===== src/rtl/lcd_tg_pkg.sv =====
package lcd_tg_pkg;

  typedef enum logic [1:0] {
    PH_A1_B1 = 2'd0,
    PH_A1_B0 = 2'd1,
    PH_A0_B0 = 2'd2,
    PH_A0_B1 = 2'd3
  } row_phase_e;

  // value of the toggling row select on the first strobe of a half frame
  function automatic logic phase_b_start(input row_phase_e ph);
    return (ph == PH_A1_B1) || (ph == PH_A0_B1);
  endfunction

  // constant row select for the phase
  function automatic logic phase_a_level(input row_phase_e ph);
    return (ph == PH_A1_B1) || (ph == PH_A1_B0);
  endfunction

endpackage


===== src/rtl/lcd_tg_divider.sv =====
module lcd_tg_divider #(
  parameter int DIV_LEN      = 16,
  parameter int STB_PER_HALF = 81
) (
  input  logic clk,
  input  logic rst_n,
  input  logic run,
  output logic stb_o,
  output logic frm_o,
  output logic ev_stb,
  output logic ev_frm
);
  localparam int DW      = $clog2(DIV_LEN);
  localparam int SW      = $clog2(STB_PER_HALF);
  localparam int HALF_HI = DIV_LEN / 2;

  logic [DW-1:0] div_q, div_d;
  logic [SW-1:0] sidx_q, sidx_d;
  logic          div_wrap;

  assign div_wrap = (div_q == DW'(DIV_LEN - 1));

  always_comb begin
    div_d  = div_q;
    sidx_d = sidx_q;
    if (!run) begin
      div_d  = '0;
      sidx_d = '0;
    end else begin
      div_d = div_wrap ? '0 : div_q + 1'b1;
      if (div_wrap) begin
        sidx_d = (sidx_q == SW'(STB_PER_HALF - 1)) ? '0 : sidx_q + 1'b1;
      end
    end
  end

  always_ff @(posedge clk or negedge rst_n) begin
    if (!rst_n) begin
      div_q  <= '0;
      sidx_q <= '0;
    end else begin
      div_q  <= div_d;
      sidx_q <= sidx_d;
    end
  end

  assign stb_o  = run && (div_q >= DW'(1)) && (div_q <= DW'(HALF_HI));
  assign frm_o  = stb_o && (sidx_q == '0);
  assign ev_stb = run && (div_q == '0);
  assign ev_frm = ev_stb && (sidx_q == '0);


  sidx_range_chk: assert property (@(posedge clk) disable iff (!rst_n)
    sidx_q <= SW'(STB_PER_HALF - 1));


  stb_after_event_chk: assert property (@(posedge clk) disable iff (!rst_n)
    ev_stb && run |=> stb_o || !run);

endmodule


===== src/rtl/lcd_tg_follower.sv =====
module lcd_tg_follower #(
  parameter int SYNC_STAGES = 2
) (
  input  logic clk,
  input  logic rst_n,
  input  logic stb_in,
  input  logic frm_in,
  output logic ev_stb,
  output logic ev_frm
);
  logic [SYNC_STAGES-1:0] stb_q, frm_q;
  logic                   stb_last_q;

  always_ff @(posedge clk or negedge rst_n) begin
    if (!rst_n) begin
      stb_q <= '0;
      frm_q <= '0;
    end else begin
      stb_q[0] <= stb_in;
      frm_q[0] <= frm_in;
    end
  end

  for (genvar i = 1; i < SYNC_STAGES; i++) begin : g_sync
    always_ff @(posedge clk or negedge rst_n) begin
      if (!rst_n) begin
        stb_q[i] <= 1'b0;
        frm_q[i] <= 1'b0;
      end else begin
        stb_q[i] <= stb_q[i-1];
        frm_q[i] <= frm_q[i-1];
      end
    end
  end

  always_ff @(posedge clk or negedge rst_n) begin
    if (!rst_n) stb_last_q <= 1'b0;
    else        stb_last_q <= stb_q[SYNC_STAGES-1];
  end

  assign ev_stb = stb_q[SYNC_STAGES-1] && !stb_last_q;
  assign ev_frm = ev_stb && frm_q[SYNC_STAGES-1];

endmodule


===== src/rtl/lcd_tg_rowphase.sv =====
module lcd_tg_rowphase
  import lcd_tg_pkg::*;
(
  input  logic clk,
  input  logic rst_n,
  input  logic ev_stb,
  input  logic ev_frm,
  output logic lvl_a,
  output logic lvl_b
);
  row_phase_e ph_q, ph_d;
  logic       tog_q, tog_d;

  always_comb begin
    ph_d  = ph_q;
    tog_d = tog_q;
    if (ev_stb) begin
      if (ev_frm) begin
        ph_d  = row_phase_e'(ph_q + 2'd1);
        tog_d = 1'b0;
      end else begin
        tog_d = !tog_q;
      end
    end
  end

  always_ff @(posedge clk or negedge rst_n) begin
    if (!rst_n) begin
      ph_q  <= PH_A0_B1;
      tog_q <= 1'b0;
    end else begin
      ph_q  <= ph_d;
      tog_q <= tog_d;
    end
  end

  assign lvl_a = phase_a_level(ph_q);
  assign lvl_b = phase_b_start(ph_q) ^ tog_q;


  phase_step_chk: assert property (@(posedge clk) disable iff (!rst_n)
    ev_frm |=> ph_q == row_phase_e'($past(ph_q) + 2'd1));


  b_toggle_chk: assert property (@(posedge clk) disable iff (!rst_n)
    (ev_stb && !ev_frm) |=> lvl_b != $past(lvl_b));

endmodule


===== src/rtl/lcd_tg_blank.sv =====
module lcd_tg_blank #(
  parameter int BLANK_FRAMES = 4
) (
  input  logic clk,
  input  logic rst_n,
  input  logic ev_frm,
  input  logic req,
  output logic blank_o
);
  localparam int LIMIT = 2 * BLANK_FRAMES + 1;
  localparam int CW    = $clog2(LIMIT + 1);

  logic [CW-1:0] cnt_q, cnt_d;
  logic          holding;

  assign holding = (cnt_q < CW'(LIMIT));

  always_comb begin
    cnt_d = cnt_q;
    if (ev_frm && holding) cnt_d = cnt_q + 1'b1;
  end

  always_ff @(posedge clk or negedge rst_n) begin
    if (!rst_n) cnt_q <= '0;
    else        cnt_q <= cnt_d;
  end

  assign blank_o = holding || req;


  blank_release_chk: assert property (@(posedge clk) disable iff (!rst_n)
    $fell(blank_o) |-> ($past(ev_frm) || $past(req)));


  req_forces_chk: assert property (@(posedge clk) disable iff (!rst_n)
    req |-> blank_o);

endmodule


===== src/rtl/lcd_frame_timer.sv =====
module lcd_frame_timer #(
  parameter int DIV_LEN      = 16,
  parameter int STB_PER_HALF = 81,
  parameter int BLANK_FRAMES = 4,
  parameter int SYNC_STAGES  = 2
) (
  input  logic clk_osc,
  input  logic rst_n,
  input  logic master_sel,
  input  logic disp_off_req,
  input  logic strobe_in,
  input  logic frame_in,
  output logic strobe_out,
  output logic frame_out,
  output logic lvl_sel_a,
  output logic lvl_sel_b,
  output logic blank_out
);
  logic gen_ev_stb, gen_ev_frm;
  logic fol_ev_stb, fol_ev_frm;
  logic ev_stb, ev_frm;

  lcd_tg_divider #(
    .DIV_LEN      (DIV_LEN),
    .STB_PER_HALF (STB_PER_HALF)
  ) u_div (
    .clk    (clk_osc),
    .rst_n  (rst_n),
    .run    (master_sel),
    .stb_o  (strobe_out),
    .frm_o  (frame_out),
    .ev_stb (gen_ev_stb),
    .ev_frm (gen_ev_frm)
  );

  lcd_tg_follower #(
    .SYNC_STAGES (SYNC_STAGES)
  ) u_fol (
    .clk    (clk_osc),
    .rst_n  (rst_n),
    .stb_in (strobe_in),
    .frm_in (frame_in),
    .ev_stb (fol_ev_stb),
    .ev_frm (fol_ev_frm)
  );

  always_comb begin
    if (master_sel) begin
      ev_stb = gen_ev_stb;
      ev_frm = gen_ev_frm;
    end else begin
      ev_stb = fol_ev_stb;
      ev_frm = fol_ev_frm;
    end
  end

  lcd_tg_rowphase u_row (
    .clk    (clk_osc),
    .rst_n  (rst_n),
    .ev_stb (ev_stb),
    .ev_frm (ev_frm),
    .lvl_a  (lvl_sel_a),
    .lvl_b  (lvl_sel_b)
  );

  lcd_tg_blank #(
    .BLANK_FRAMES (BLANK_FRAMES)
  ) u_blank (
    .clk     (clk_osc),
    .rst_n   (rst_n),
    .ev_frm  (ev_frm),
    .req     (disp_off_req),
    .blank_o (blank_out)
  );


  frame_in_strobe_chk: assert property (@(posedge clk_osc) disable iff (!rst_n)
    frame_out |-> strobe_out);


  a_moves_on_frame_chk: assert property (@(posedge clk_osc) disable iff (!rst_n)
    !$stable(lvl_sel_a) |-> $past(ev_frm));


  follower_quiet_chk: assert property (@(posedge clk_osc) disable iff (!rst_n)
    !master_sel && $stable(master_sel) |-> !strobe_out && !frame_out);

endmodule


===== config.mk =====
export PLATFORM = sky130hd
export DESIGN_NAME = lcd_frame_timer
export DESIGN_NICKNAME = d
export VERILOG_FILES = /design/src/rtl/lcd_tg_pkg.sv /design/src/rtl/lcd_tg_divider.sv /design/src/rtl/lcd_tg_follower.sv /design/src/rtl/lcd_tg_rowphase.sv /design/src/rtl/lcd_tg_blank.sv /design/src/rtl/lcd_frame_timer.sv
export SDC_FILE = /design/constraint.sdc
export NUM_CORES = 1
export LEC_CHECK = 0
export ABC_AREA = 1
export BUFFER_PORTS_ARGS = -buffer_cell sky130_fd_sc_hd__buf_2
export CAP_MARGIN = 25
export CORE_MARGIN = 2
export CORE_UTILIZATION = 40
export CTS_CLUSTER_SIZE = 12
export DETAILED_ROUTE_END_ITERATION = 12
export GPL_ROUTABILITY_DRIVEN = 0
export PLACE_DENSITY = 0.64
export SLEW_MARGIN = 20
export SYNTH_ARGS = -nofsm -noshare
export SYNTH_HDL_FRONTEND = slang
export SYNTH_HIERARCHICAL = 1
export SYNTH_SLANG_ARGS = --single-unit
export TNS_END_PERCENT = 1

===== constraint.sdc =====
create_clock -name clk_osc -period 2.97 [get_ports clk_osc]
set_input_delay 0.4455 -clock clk_osc [delete_from_list [all_inputs] [get_ports clk_osc]]
set_output_delay 0.4455 -clock clk_osc [all_outputs]
set_load 0.02 [all_outputs]

==> flow_summary.json <==
{
  "outcome": "completed",
  "synthFlopType": "dfrtp_1",
  "clock_path_buffers": 2,
  "drt-wirelength-per-cell_um": 10.03,
  "place_hpwl_um": 1649,
  "cts-root-buf": "clkbuf_4",
  "firstDrtPassIters": 4,
  "final_nets": 192,
  "drt_wl_total_um": 2207,
  "synth_xor_area_share_pct": 2.759,
  "tightest_slew_ps": 508.8,
  "holdWs_ps": 80.84,
  "num_rows": 20,
  "die_h_um": 60.35,
  "coreArea_um2": 3028,
  "maxSlewViolCount": 0,
  "synthCells": 163,
  "layout_common_cells": "nand2_1, inv_1, dfrtp_1",
  "synth_compound_area_share_pct": 1.182,
  "min_path_type": "input port to asynchronous set/reset pin",
  "grt_pass1_vias": 931,
  "hold_viol": 0,
  "ys_seq_area_share_pct": 45.52,
  "grt_pass1_wl_um": 3788,
  "p_leak_nw": 0.7545,
  "cts-resized-gates": 0,
  "worst_setup_path_end_kind": "primary output",
  "r2r-end": "u_blank/cnt_q[1]",
  "power.total_uw": 866.3,
  "synthesis.nets": 178,
  "dieArea_um2": 3642,
  "drive_gt1_share_pct": 14.20,
  "drt-met1-wl_um": 1023,
  "synth_area_um2": 1270,
  "cts-buffers-inserted": 3,
  "synth_fa_ha_area_share_pct": 8.867,
  "fin_crit_ps": 2076,
  "maxSlewHeadroom_pct": 66.08,
  "synth_simple_gate_area_share_pct": 32.22,
  "required_ps": 2520,
  "hold_buffers": 0,
  "drc_errors": 0,
  "routed_via_density": 4.691,
  "htreeDepth": 1,
  "synth_cell_types": 18,
  "clock-sinks": 23,
  "clock.fmax_mhz": 481.7,
  "routed.top_layer": "met4",
  "diodes": 0,
  "layout.cells.non_filler": 220,
  "cts_post_setup_buffers_inserted": 0,
  "r2r_slack_ps": 1280,
  "arrival_ps": 1630,
  "r2r_start": "u_div/sidx_q[0]",
  "grt_usage_pct": 14.19,
  "area_growth_pct": 9.556,
  "antenna_found_initial": 0,
  "p_per_area_nw_per_um2": 622.6,
  "io_buffers": 10,
  "synth_edf_count": 0,
  "clk_pin_slew_ps": 130,
  "vias": 1032,
  "synth_top_family_by_area": "simple AND/OR/NAND/NOR gates",
  "worstSetupPathType": "flop to primary output",
  "setup_viol": 0,
  "ios": 11,
  "async_flop_share_pct": 100.0,
  "cp_max_fo": 5,
  "rsz0062_at_grt": "no",
  "grt_max_degree": 24,
  "final.setup.tns_ps": 0,
  "cp-startpoint": "u_div/div_q[0]",
  "fp.dieW_um": 60.35,
  "critPathCapture": "frame_out",
  "dp.cells": 216,
  "post-route-period-util_pct": 69.90,
  "avgSynthCellArea_um2": 7.791,
  "crit_path_start_kind": "flop",
  "clk_latency_ps": 310,
  "wl_met3_um": 78,
  "antenna_left": 0,
  "synth_seq_cells": 23,
  "final_common_cell": "nand2_1",
  "wl_met2_um": 1058,
  "start_util_pct": 41.94,
  "finalClockSkew_ps": 2.225,
  "cts_tree": "built",
  "cap_violations": 0,
  "synth_mux_area_share_pct": 0,
  "overflow": 0,
  "ff2ff_path_depth": 11,
  "drtIter0Drc": 26,
  "ir_drop_uv": 235.4,
  "synth_warnings": 6
}
[layer usage]
metal / GRT usage (%) / vias to the layer above
li1: - / 523
met1: 16.44 / 491
met2: 24.22 / 14
met3: 2.559 / 4
met4: 8.889 / 0
met5: 0 / -
[cell usage after synthesis (2+ instances only)]
cell type	count	area share, %
o21ai_0	2	0.79
nand3_1	17	6.7
nand2_1	48	14
nor2_1	15	4.4
ha_1	9	8.9
dfrtp_1	21	41
nand2_2	4	2.0
xor2_1	2	1.4
nand4_1	5	2.5
dfstp_2	2	4.1
xnor2_1	2	1.4
inv_1	28	8.3
nor2_2	3	1.5
[kinds of logic (layout without fill, tap and decap cells)]
| family | after synthesis | after routing |
|---|---|---|
| and+or+nand+nor | 94 | 94 |
| adders and majority gates | 9 | 9 |
| buffers and inverters | 30 | 43 |
| AOI/OAI and AO/OA | 3 | 3 |
| DFF | 23 | 23 |
| xor gates and xnor gates | 4 | 4 |
[sequential cells by signal, indices dropped and copies added (netlist names)]
register          count
u_blank/cnt_q         4
u_div/div_q           4
u_div/sidx_q          7
u_fol/frm_q           2
u_fol/stb_last_q      1
u_fol/stb_q           2
u_row/ph_q            2
u_row/tog_q           1
[through the flow]
step | cell area, um^2 | setup WS [ps] | util, %
5_1_grt | 1391 | 773.1 | 45.95
3_5_place_dp | 1364 | 1228 | 45.04
2_1_floorplan | 1270 | 1266 | -
3_3_place_gp | 1364 | 1226 | 45.04
4_1_cts | 1391 | 879.4 | 45.95
6_report | 1391 | 894.0 | 45.95
[layout make-up]
class	instances	area (um^2)
multi-input combinational	110	571.8
clock buffer	3	22.52
inverter	29	108.9
sequential	23	578.1
timing repair buffer	10	50.05
fill	314	1637
clock inverter	1	5.005
tap	44	55.05
[critical path, cell delays in order (launching register included)]
cell     delay, ps
dfrtp_1        450
inv_1           80
ha_1           180
nand2_1         60
a21oi_1        120
o21ai_0        130
nor2_1         120
buf_2          170
[worst min path at each step]
stage | from | endpoint | cells after the start
after CTS | rst_n | u_blank/cnt_q[1] | 1
after detailed placement | u_fol/frm_q[0] | u_fol/frm_q[1] | 0
after floorplan | rst_n | u_blank/cnt_q[0] | 0
after global routing | rst_n | u_blank/cnt_q[2] | 1
after global placement | u_fol/stb_q[0] | u_fol/stb_q[1] | 0
final | rst_n | u_blank/cnt_q[1] | 1
[report_power, final]
| group | total [mW] | switching, mW | internal [mW] | leakage [nW] |
|---|---|---|---|---|
| combinational | 0.307 | 0.191 | 0.116 | 0.449 |
| clock | 0.148 | 0.0972 | 0.0504 | 0.0177 |
| sequential | 0.412 | 0.0442 | 0.368 | 0.288 |
| total | 0.866 | 0.332 | 0.534 | 0.754 |
No activity file was read; power rests on OpenSTA's default activity.
